--- src/rtl/icf_pkg.sv ---
package icf_pkg;

  // occupancy of the single prefetch slot
  typedef enum logic [1:0] {
    SLOT_FREE = 2'd0,
    SLOT_WAIT = 2'd1,   // holds a line, bus has not accepted it
    SLOT_FLY  = 2'd2    // bus accepted it, fill under way
  } slot_st_t;

  // who owns the bus after an acknowledge
  typedef enum logic [1:0] {
    BUS_FREE = 2'd0,
    BUS_DMD  = 2'd1,
    BUS_PF   = 2'd2
  } bus_st_t;

  // a hint needs a fill when it misses, or always under force-miss
  function automatic logic hint_needs_fill(input logic hit, input logic force_miss);
    return (!hit) || force_miss;
  endfunction

endpackage

--- src/rtl/icf_pf_slot.sv ---
module icf_pf_slot
  import icf_pkg::*;
#(
  parameter int ADDR_W = 32
) (
  input  logic              clk,
  input  logic              rst_n,
  input  logic              hint_valid,
  input  logic              hint_hit,
  input  logic              force_miss,
  input  logic [ADDR_W-1:0] hint_line,
  input  logic              dmd_miss,
  input  logic              ack_pf,
  input  logic              done_pf,
  output logic              slot_wait,
  output logic              slot_busy,
  output logic [ADDR_W-1:0] slot_line,
  output logic              pf_dropped,
  output logic              pf_completed,
  output logic              pf_discarded
);

  slot_st_t          st_q, st_d;
  logic [ADDR_W-1:0] line_q, line_d;
  logic              hint_take;
  logic              ev_drop, ev_cmpl, ev_disc;

  assign hint_take = hint_valid && hint_needs_fill(hint_hit, force_miss);

  // named events, visible to the assertions
  assign ev_drop = (st_q == SLOT_WAIT) && dmd_miss;
  assign ev_cmpl = (st_q == SLOT_FLY) && done_pf;
  assign ev_disc = hint_take && (st_q != SLOT_FREE);

  always_comb begin
    st_d   = st_q;
    line_d = line_q;
    unique case (st_q)
      SLOT_FREE: begin
        if (hint_take) begin
          st_d   = SLOT_WAIT;
          line_d = hint_line;
        end
      end
      SLOT_WAIT: begin
        if (ev_drop)     st_d = SLOT_FREE;
        else if (ack_pf) st_d = SLOT_FLY;
      end
      SLOT_FLY: begin
        if (ev_cmpl) st_d = SLOT_FREE;
      end
      default: st_d = SLOT_FREE;
    endcase
  end

  always_ff @(posedge clk or negedge rst_n) begin
    if (!rst_n) begin
      st_q         <= SLOT_FREE;
      line_q       <= '0;
      pf_dropped   <= 1'b0;
      pf_completed <= 1'b0;
      pf_discarded <= 1'b0;
    end else begin
      st_q         <= st_d;
      line_q       <= line_d;
      pf_dropped   <= ev_drop;
      pf_completed <= ev_cmpl;
      pf_discarded <= ev_disc;
    end
  end

  assign slot_wait = (st_q == SLOT_WAIT);
  assign slot_busy = (st_q != SLOT_FREE);
  assign slot_line = line_q;

  // a drop pulse always follows a cycle with a demand miss
  p_drop_follows_dmd_r5: assert property (@(posedge clk) disable iff (!rst_n)
    pf_dropped |-> $past(dmd_miss));

  // a hit hint without force-miss leaves a free slot free
  p_hit_hint_ignored_r2: assert property (@(posedge clk) disable iff (!rst_n)
    (st_q == SLOT_FREE && hint_valid && hint_hit && !force_miss) |=> (st_q == SLOT_FREE));

  // a refused hint leaves the held line unchanged
  p_discard_keeps_line_r7: assert property (@(posedge clk) disable iff (!rst_n)
    (slot_busy && hint_valid) |=> $stable(line_q));

  // the two outcomes never coincide
  p_outcome_excl_r11: assert property (@(posedge clk) disable iff (!rst_n)
    !(pf_dropped && pf_completed));

endmodule

--- src/rtl/icf_bus_track.sv ---
module icf_bus_track
  import icf_pkg::*;
(
  input  logic clk,
  input  logic rst_n,
  input  logic bus_req,
  input  logic req_is_pf,
  input  logic bus_ack,
  input  logic bus_done,
  output logic bus_free,
  output logic owner_dmd,
  output logic owner_pf
);

  bus_st_t st_q, st_d;

  always_comb begin
    st_d = st_q;
    unique case (st_q)
      BUS_FREE: if (bus_req && bus_ack) st_d = req_is_pf ? BUS_PF : BUS_DMD;
      BUS_DMD,
      BUS_PF:   if (bus_done) st_d = BUS_FREE;
      default:  st_d = BUS_FREE;
    endcase
  end

  always_ff @(posedge clk or negedge rst_n) begin
    if (!rst_n) st_q <= BUS_FREE;
    else        st_q <= st_d;
  end

  assign bus_free  = (st_q == BUS_FREE);
  assign owner_dmd = (st_q == BUS_DMD);
  assign owner_pf  = (st_q == BUS_PF);

  // an accepted prefetch keeps the bus until its done arrives
  p_pf_owns_until_done_r6: assert property (@(posedge clk) disable iff (!rst_n)
    (owner_pf && !bus_done) |=> owner_pf);

endmodule

--- src/rtl/icf_req_mux.sv ---
module icf_req_mux #(
  parameter int ADDR_W = 32
) (
  input  logic              bus_free,
  input  logic              dmd_miss,
  input  logic [ADDR_W-1:0] dmd_line,
  input  logic              slot_wait,
  input  logic [ADDR_W-1:0] slot_line,
  output logic              bus_req,
  output logic              bus_low_prio,
  output logic [ADDR_W-1:0] bus_addr
);

  logic pick_pf;

  // demand first; the prefetch only when nothing else wants the bus
  assign pick_pf      = slot_wait && !dmd_miss;
  assign bus_req      = bus_free && (dmd_miss || slot_wait);
  assign bus_low_prio = pick_pf;
  assign bus_addr     = pick_pf ? slot_line : dmd_line;

endmodule

--- src/rtl/icache_fill_arb.sv ---
module icache_fill_arb
  import icf_pkg::*;
#(
  parameter int ADDR_W     = 32,
  parameter int LINE_BYTES = 32
) (
  input  logic              clk,
  input  logic              rst_n,
  input  logic              force_miss,
  input  logic              hint_valid,
  input  logic              hint_hit,
  input  logic [ADDR_W-1:0] hint_addr,
  input  logic              dmd_miss,
  input  logic [ADDR_W-1:0] dmd_addr,
  output logic              dmd_fill_done,
  output logic              bus_req,
  output logic [ADDR_W-1:0] bus_addr,
  output logic              bus_low_prio,
  input  logic              bus_ack,
  input  logic              bus_done,
  output logic              pf_dropped,
  output logic              pf_completed,
  output logic              pf_discarded
);

  localparam int OFS_W = $clog2(LINE_BYTES);

  // line base: clear the byte offset inside a line
  function automatic logic [ADDR_W-1:0] line_base(input logic [ADDR_W-1:0] a);
    logic [ADDR_W-1:0] m;
    m = {ADDR_W{1'b1}} << OFS_W;
    return a & m;
  endfunction

  logic              bus_free, owner_dmd, owner_pf;
  logic              slot_wait, slot_busy;
  logic [ADDR_W-1:0] slot_line;
  logic              ack_pf, done_pf;

  assign ack_pf        = bus_req && bus_ack && bus_low_prio;
  assign done_pf       = owner_pf && bus_done;
  assign dmd_fill_done = owner_dmd && bus_done;

  icf_pf_slot #(.ADDR_W(ADDR_W)) u_slot (
    .clk          (clk),
    .rst_n        (rst_n),
    .hint_valid   (hint_valid),
    .hint_hit     (hint_hit),
    .force_miss   (force_miss),
    .hint_line    (line_base(hint_addr)),
    .dmd_miss     (dmd_miss),
    .ack_pf       (ack_pf),
    .done_pf      (done_pf),
    .slot_wait    (slot_wait),
    .slot_busy    (slot_busy),
    .slot_line    (slot_line),
    .pf_dropped   (pf_dropped),
    .pf_completed (pf_completed),
    .pf_discarded (pf_discarded)
  );

  icf_bus_track u_track (
    .clk       (clk),
    .rst_n     (rst_n),
    .bus_req   (bus_req),
    .req_is_pf (bus_low_prio),
    .bus_ack   (bus_ack),
    .bus_done  (bus_done),
    .bus_free  (bus_free),
    .owner_dmd (owner_dmd),
    .owner_pf  (owner_pf)
  );

  icf_req_mux #(.ADDR_W(ADDR_W)) u_mux (
    .bus_free     (bus_free),
    .dmd_miss     (dmd_miss),
    .dmd_line     (line_base(dmd_addr)),
    .slot_wait    (slot_wait),
    .slot_line    (slot_line),
    .bus_req      (bus_req),
    .bus_low_prio (bus_low_prio),
    .bus_addr     (bus_addr)
  );

  // no new request while a fill is under way
  p_no_req_while_busy_r6: assert property (@(posedge clk) disable iff (!rst_n)
    !bus_free |-> !bus_req);

  // an unanswered prefetch either repeats unchanged or yields to demand
  p_pf_req_stable_r8: assert property (@(posedge clk) disable iff (!rst_n)
    (bus_req && bus_low_prio && !bus_ack) |=>
      (bus_req && (!bus_low_prio || $stable(bus_addr))));

  // an unanswered demand request stays a demand request
  p_dmd_req_stable_r8: assert property (@(posedge clk) disable iff (!rst_n)
    (bus_req && !bus_low_prio && !bus_ack) |=> (bus_req && !bus_low_prio));

  // every request address is a line base
  p_line_aligned_r1: assert property (@(posedge clk) disable iff (!rst_n)
    bus_req |-> (bus_addr[OFS_W-1:0] == '0));

  // a demand completion only while the slot is not in flight
  p_dmd_done_excl_r9: assert property (@(posedge clk) disable iff (!rst_n)
    dmd_fill_done |-> !done_pf);

endmodule

--- config.mk ---
export PLATFORM = sky130hd
export DESIGN_NAME = icache_fill_arb
export DESIGN_NICKNAME = d
export VERILOG_FILES = /design/src/rtl/icf_pkg.sv /design/src/rtl/icf_pf_slot.sv /design/src/rtl/icf_bus_track.sv /design/src/rtl/icf_req_mux.sv /design/src/rtl/icache_fill_arb.sv
export SDC_FILE = /design/constraint.sdc
export NUM_CORES = 1
export LEC_CHECK = 0
export ABC_AREA = 1
export BUFFER_PORTS_ARGS = -buffer_cell sky130_fd_sc_hd__buf_4
export CAP_MARGIN = 10
export CORE_UTILIZATION = 28
export CTS_CLUSTER_DIAMETER = 60
export DETAILED_ROUTE_END_ITERATION = 6
export PLACE_DENSITY = 0.56
export SYNTH_ARGS = -nofsm -noshare
export SYNTH_HDL_FRONTEND = slang
export SYNTH_SLANG_ARGS = --single-unit
export TNS_END_PERCENT = 1
--- constraint.sdc ---
create_clock -name clk -period 1.9 [get_ports clk]
set_clock_uncertainty 0.2 [all_clocks]
set_input_delay 0.38 -clock clk [delete_from_list [all_inputs] [get_ports clk]]
set_output_delay 0.38 -clock clk [all_outputs]
set_load 0.005 [all_outputs]
## Yosys cells after proc, flatten, opt, wreduce, memory -nomap -nowiden

Index checks and enable logic that the tools add are counted.

| storage, ports and cells | value |
|---|---|
| flip-flop bits (word level) | 34 |
| input bits | 72 |
| output and inout port bits | 38 |
| word-level logic and storage cells | 46 |

| cells by class | value |
|---|---|
| muxes and demuxes | 10 |
| reductions and logical operators | 21 |
| equal/unequal tests | 9 |

Operators by type and width:

| kind | number |
|---|---|
| $mux W32 | 1 |
| $mux W2 | 7 |
| $logic_and A1 B1 Y1 | 10 |
| $pmux W2 S3 | 1 |
| $eq A2 B1 Y1 const B | 2 |
| $eq A2 B2 Y1 const B | 2 |
| $logic_not A2 Y1 | 2 |
| $ne A2 B1 Y1 const B | 2 |
| $ne A2 B2 Y1 const B | 2 |
| $pmux W2 S2 | 1 |
| $reduce_and A2 Y1 | 2 |
| $ne A3 B3 Y1 const B | 1 |
| $reduce_and A3 Y1 | 1 |
| $logic_not A1 Y1 | 2 |
| $logic_or A1 B1 Y1 | 2 |
| $reduce_bool A2 Y1 | 1 |
| $reduce_or A2 Y1 | 1 |

## Depth between registers and ports, before layout

| depth | value |
|---|---|
| depth after elaboration | 8 |
| depth in mapped cells | 8 |

## Cells and area by module

A second synthesis with hierarchy kept.

| second synthesis, totals | value |
|---|---|
| cell total of the unflattened synthesis | 309 |
| area, all modules | 2329.7 um^2 |

By module, submodules not included:

| module | area each (um^2) | cells an instance | instances |
|---|---|---|---|
| icf_pf_slot | 1565.3 | 168 | 1 |
| icf_req_mux | 558.0 | 110 | 1 |
| icf_bus_track | 173.9 | 23 | 1 |
| icache_fill_arb | 32.5 | 8 | 1 |

## Worst setup path after synthesis

OpenSTA, ideal clock, no wires.

| path | value |
|---|---|
| kind | input to output |
| start | input port dmd_miss |
| end | output port bus_addr[11] |
| arrival time | 993 ps |
| path buffers | 1 |
| setup slack | 327 ps |
| required time | 1320 ps |
| stages | 6 |
| cells stage by stage | inv_1 -> nand3_2 -> inv_2 -> buf_4 -> nand2_1 -> nand2_1 |

| between the ends | value |
|---|---|
| longest elaborated chain between the ends | 3 |

Ends and longest elaborated chain:

| element | line | text |
|---|---|---|
| start: declaration | icache_fill_arb.sv:13 | `input logic dmd_miss,` |
| $logic_not A1 Y1 | icf_req_mux.sv:17 | `assign pick_pf = slot_wait && !dmd_miss;` |
| $logic_and A1 B1 Y1 | icf_req_mux.sv:17 |  |
| named net bus_low_prio | icache_fill_arb.sv:18 | `output logic bus_low_prio,` |
| $mux W32 | icf_req_mux.sv:20 | `assign bus_addr = pick_pf ? slot_line : dmd_line;` |
| end: declaration | icache_fill_arb.sv:17 | `output logic [ADDR_W-1:0] bus_addr,` |

The timed path passes the listed nets, and every way through them passes these cells.

## Final worst setup path

| path | value |
|---|---|
| start | register u_slot.st_q[1] |
| end | output port bus_addr[24] |

| between the ends | value |
|---|---|
| longest elaborated chain between the ends | 3 |

Ends and longest elaborated chain:

| element | line | text |
|---|---|---|
| start: declaration | icf_pf_slot.sv:23 | `slot_st_t st_q, st_d;` |
| start signal: assignment | icf_pf_slot.sv:64 | `st_q <= st_d;` |
| $eq A2 B1 Y1 | icf_pf_slot.sv:72 | `assign slot_wait = (st_q == SLOT_WAIT);` |
| $logic_and A1 B1 Y1 | icf_req_mux.sv:17 |  |
| $mux W32 | icf_req_mux.sv:20 |  |

Every way passes these cells.

==> flow_summary.html <==
<table>
<tr><th>Metric</th><th>Value</th></tr>
<tr><th colspan="2">Power and ir drop</th></tr>
<tr><td>Design Power</td><td>3.31 mW</td></tr>
<tr><td>Pwr Density</td><td>1190 nW/um^2</td></tr>
<tr><td>Leakage power</td><td>1.63 nW</td></tr>
<tr><td>Peak supply drop</td><td>612 uV</td></tr>
<tr><th colspan="2">Placed design</th></tr>
<tr><td>Number of port buffers</td><td>94</td></tr>
<tr><td>Cell Area, Placed</td><td>2590 sq um</td></tr>
<tr><td>GPL Wtd Cong</td><td>0.762</td></tr>
<tr><td>Placed instance count</td><td>416</td></tr>
<tr><td>Post-detail-place hpwl</td><td>3.13 mm</td></tr>
<tr><td>DP Worst Slack</td><td>0.103 ns</td></tr>
<tr><th colspan="2">Floorplanning</th></tr>
<tr><td>Number of core rows</td><td>28</td></tr>
<tr><td>DIE WIDTH</td><td>82.4 microns</td></tr>
<tr><td>Die Height</td><td>82.4 microns</td></tr>
<tr><td>Initial standard-cell utilization of the core</td><td>29.8%</td></tr>
<tr><td>Placeable Area</td><td>6060 sq um</td></tr>
<tr><td>Area of the die</td><td>6780 sq um</td></tr>
<tr><td>Number of top-level design ports</td><td>110</td></tr>
<tr><th colspan="2">STA</th></tr>
<tr><td>Worst Slack Setup Final</td><td>-0.00140 ns</td></tr>
<tr><td>Final hold violation count</td><td>0</td></tr>
<tr><td>Final-report setup violation count</td><td>2</td></tr>
<tr><td>Final Critical Period</td><td>1.90 ns</td></tr>
<tr><td>Setup repair after global routing missed its margin</td><td>yes</td></tr>
<tr><td>Setup TNS</td><td>-0.00144 ns</td></tr>
<tr><td>Final Slew Violations</td><td>0</td></tr>
<tr><td>Maximum achievable frequency</td><td>0.526 GHz</td></tr>
<tr><td>Share of the clock period used by the worst path</td><td>100%</td></tr>
<tr><td>Worst hold-check slack</td><td>0.137 ns</td></tr>
<tr><th colspan="2">Layout</th></tr>
<tr><td>Layout cell share with drive strength beyond 1</td><td>33.8%</td></tr>
<tr><td>Final antenna diode count</td><td>0</td></tr>
<tr><td>Number of cells in the finished layout apart from fillers</td><td>430</td></tr>
<tr><td>Area growth syn-to-layout</td><td>53.5%</td></tr>
<tr><td>Post-layout instance area</td><td>2780 sq um</td></tr>
<tr><td>Layout Utilization</td><td>45.8%</td></tr>
<tr><td># fillers</td><td>647</td></tr>
<tr><td>Layout net count</td><td>429</td></tr>
<tr><th colspan="2">Critical path</th></tr>
<tr><td>Required time reported for the critical path endpoint</td><td>1.32 ns</td></tr>
<tr><td>Type of element launching the critical path</td><td>flip-flop</td></tr>
<tr><td>Maximum fanout along the worst path</td><td>16</td></tr>
<tr><td>Worst setup path startpoint</td><td>u_slot.st_q[1]</td></tr>
<tr><td>Arrival time at the worst endpoint</td><td>1.32 ns</td></tr>
<tr><td>Critical R2R Launch</td><td>u_slot.st_q[0]</td></tr>
<tr><td>Class of the most critical setup path</td><td>reg -&gt; out</td></tr>
<tr><td>Category of the worst setup path capture point</td><td>primary output</td></tr>
<tr><th colspan="2">Detailed routing</th></tr>
<tr><td>Number of DRC violations after detailed-routing iteration 0</td><td>41</td></tr>
<tr><td>Routed via count divided by cell count</td><td>4.12</td></tr>
<tr><td>Post-route DRC violation count</td><td>0</td></tr>
<tr><td>Post-route antenna net violation count</td><td>0</td></tr>
<tr><td>Routed via count</td><td>1773</td></tr>
<tr><td>Routed length per instance</td><td>10.4 microns</td></tr>
<tr><td>Wire length reported by the detailed router</td><td>4.49 mm</td></tr>
<tr><td>Number of iterations in the first detailed-routing pass</td><td>4</td></tr>
<tr><th colspan="2">Logic synthesis</th></tr>
<tr><td>Count of distinct cell types in the synthesized netlist</td><td>19</td></tr>
<tr><td>Post-synthesis instance area</td><td>1810 sq um</td></tr>
<tr><td>Register area share after synthesis</td><td>47.1%</td></tr>
<tr><td>Yosys reg bits</td><td>34</td></tr>
<tr><td>Mean cell area of the mapped netlist</td><td>7.15 sq um</td></tr>
<tr><td>Total number of yosys warnings</td><td>0</td></tr>
<tr><td>Gate count of the mapped netlist</td><td>253</td></tr>
<tr><th colspan="2">Clock network</th></tr>
<tr><td>CTS clk-pin slew, worst paths</td><td>0.07 ns</td></tr>
<tr><td>Total clock buffers created by CTS</td><td>5</td></tr>
<tr><td>H-tree levels</td><td>2</td></tr>
<tr><td>Number of sinks handled by clock tree synthesis</td><td>34</td></tr>
<tr><td>Clk buf depth</td><td>2</td></tr>
<tr><td>CTS tree</td><td>yes</td></tr>
<tr><td>Worst-Skew Late Latency</td><td>0.27 ns</td></tr>
<tr><td>Root buf cell</td><td>sky130_fd_sc_hd__clkbuf_8</td></tr>
<tr><th colspan="2">GRT</th></tr>
<tr><td>First-pass GRT wire length</td><td>7.22 mm</td></tr>
<tr><td>Total grt overflow</td><td>0</td></tr>
<tr><td>Total global routing track utilization</td><td>14.3%</td></tr>
<tr><td>Pin count of the biggest net entering global routing</td><td>56</td></tr>
<tr><td>Number of global-route vias before repair</td><td>1627</td></tr>
<tr><td>Initial antenna violation count</td><td>0</td></tr>
<tr><th colspan="2">Worst hold path</th></tr>
<tr><td>Hold Path Origin</td><td>hint_addr[6]</td></tr>
<tr><td>Worst min path class</td><td>in -&gt; reg</td></tr>
<tr><th colspan="2">Run status</th></tr>
<tr><td>Failing checks</td><td>setup timing</td></tr>
<tr><td>Result of the run</td><td>finished, violations left</td></tr>
<tr><th colspan="2">Job</th></tr>
<tr><td>Max Cap Violations</td><td>0</td></tr>
</table>
==> cells by family (layout without fill, tap and decap cells) <==
family | after synthesis | in the layout | synth area share, %
and+or+nand+nor | 132 | 132 | 28.9
buffers and inverters | 52 | 150 | 12.7
DFF | 34 | 34 | 47.1
AOI/OAI and AO/OA | 31 | 31 | 9.00
adders and majority gates | 3 | 3 | 2.08
other | 1 | 5 | 0.207
==> worst max-delay path: stages (launching register included) <==
cell and delay, ns:
sky130_fd_sc_hd__dfrtp_1 0.39, sky130_fd_sc_hd__inv_2 0.08, sky130_fd_sc_hd__nand3_4 0.10, sky130_fd_sc_hd__buf_4 0.21, sky130_fd_sc_hd__nand2_1 0.07, sky130_fd_sc_hd__nand2_1 0.05, sky130_fd_sc_hd__buf_4 0.13
==> cell usage after synthesis, drive strengths merged <==
| library cell | n | area, sq um |
|---|---|---|
| a21oi | 3 | 22.5 |
| buf | 14 | 87.6 |
| clkbuf | 1 | 3.75 |
| conb | 1 | 3.75 |
| dfrtp | 34 | 851 |
| ha | 3 | 37.5 |
| inv | 37 | 139 |
| nand2 | 119 | 447 |
| nand3 | 5 | 42.5 |
| nor2 | 7 | 28.8 |
| nor3 | 1 | 5.00 |
| o21ai | 28 | 140 |
==> registers in the layout, summed over array words and instances (netlist names) <==
name,count
u_slot.slot_line,27
u_slot.st_q,2
u_track.st_q,2
u_slot.pf_completed,1
u_slot.pf_discarded,1
u_slot.pf_dropped,1
==> layer usage <==
layer / global-route usage, % / routed length (microns) / share of wire [%]
met2: 25.0 / 2230 / 50
met4: 5.26 / 41 / 0.91
met1: 16.7 / 1900 / 42
met3: 3.52 / 313 / 7.0
met5: 0 / 0 / 0
==> timing repair <==
item	4_1_cts	5_1_grt
gates resized for setup	9	1
hold endpoints to repair	34	0
setup buffers	3	0
hold buffers	1	0
cloned	1	1
setup endpoints to repair	28	28
==> final cells by class <==
class / instances / area [sq um] / area share, %
flip-flops and latches: 34 / 851 / 30.7
clock buffers: 7 / 86.3 / 3.11
repair buffers: 105 / 841 / 30.3
clock inverters: 1 / 5.00 / 0.180
inverters: 37 / 144 / 5.18
well taps: 75 / 93.8 / 3.38
multi-input cells: 171 / 754 / 27.2
==> worst paths after layout <==
kind                                        endpoint  slack, ns  cells after the start
worst max-delay path                    bus_addr[24]     -0.001                      6
worst min-delay path             u_slot.slot_line[6]       0.14                      3
min in group asynchronous       u_slot.slot_line[30]       0.39                      2
max in group asynchronous       u_slot.slot_line[18]       0.79                      2
worst max register to register  u_slot.slot_line[21]       0.35                      6
worst min register to register  u_slot.slot_line[12]       0.29                      2
==> cell usage in the layout (no fill, tap or decap), drive strengths merged <==
cell type / instances
nand2: 119
clkbuf: 7
dfrtp: 34
dlygate4sd3: 1
clkinv: 1
buf: 104
nor2: 7
conb: 5
a21oi: 3
nand3: 5
inv: 37
o21ai: 28
ha: 3
nor3: 1
==> report_power, final <==
part / leakage [nW] / internal (mW) / switching (mW) / total (mW)
Clock: 0.0482 / 0.292 / 0.247 / 0.539
Combinational: 1.16 / 0.777 / 0.775 / 1.55
Sequential: 0.424 / 1.05 / 0.170 / 1.22
Total: 1.63 / 2.12 / 1.19 / 3.31
(Power assumes the default switching activity.)
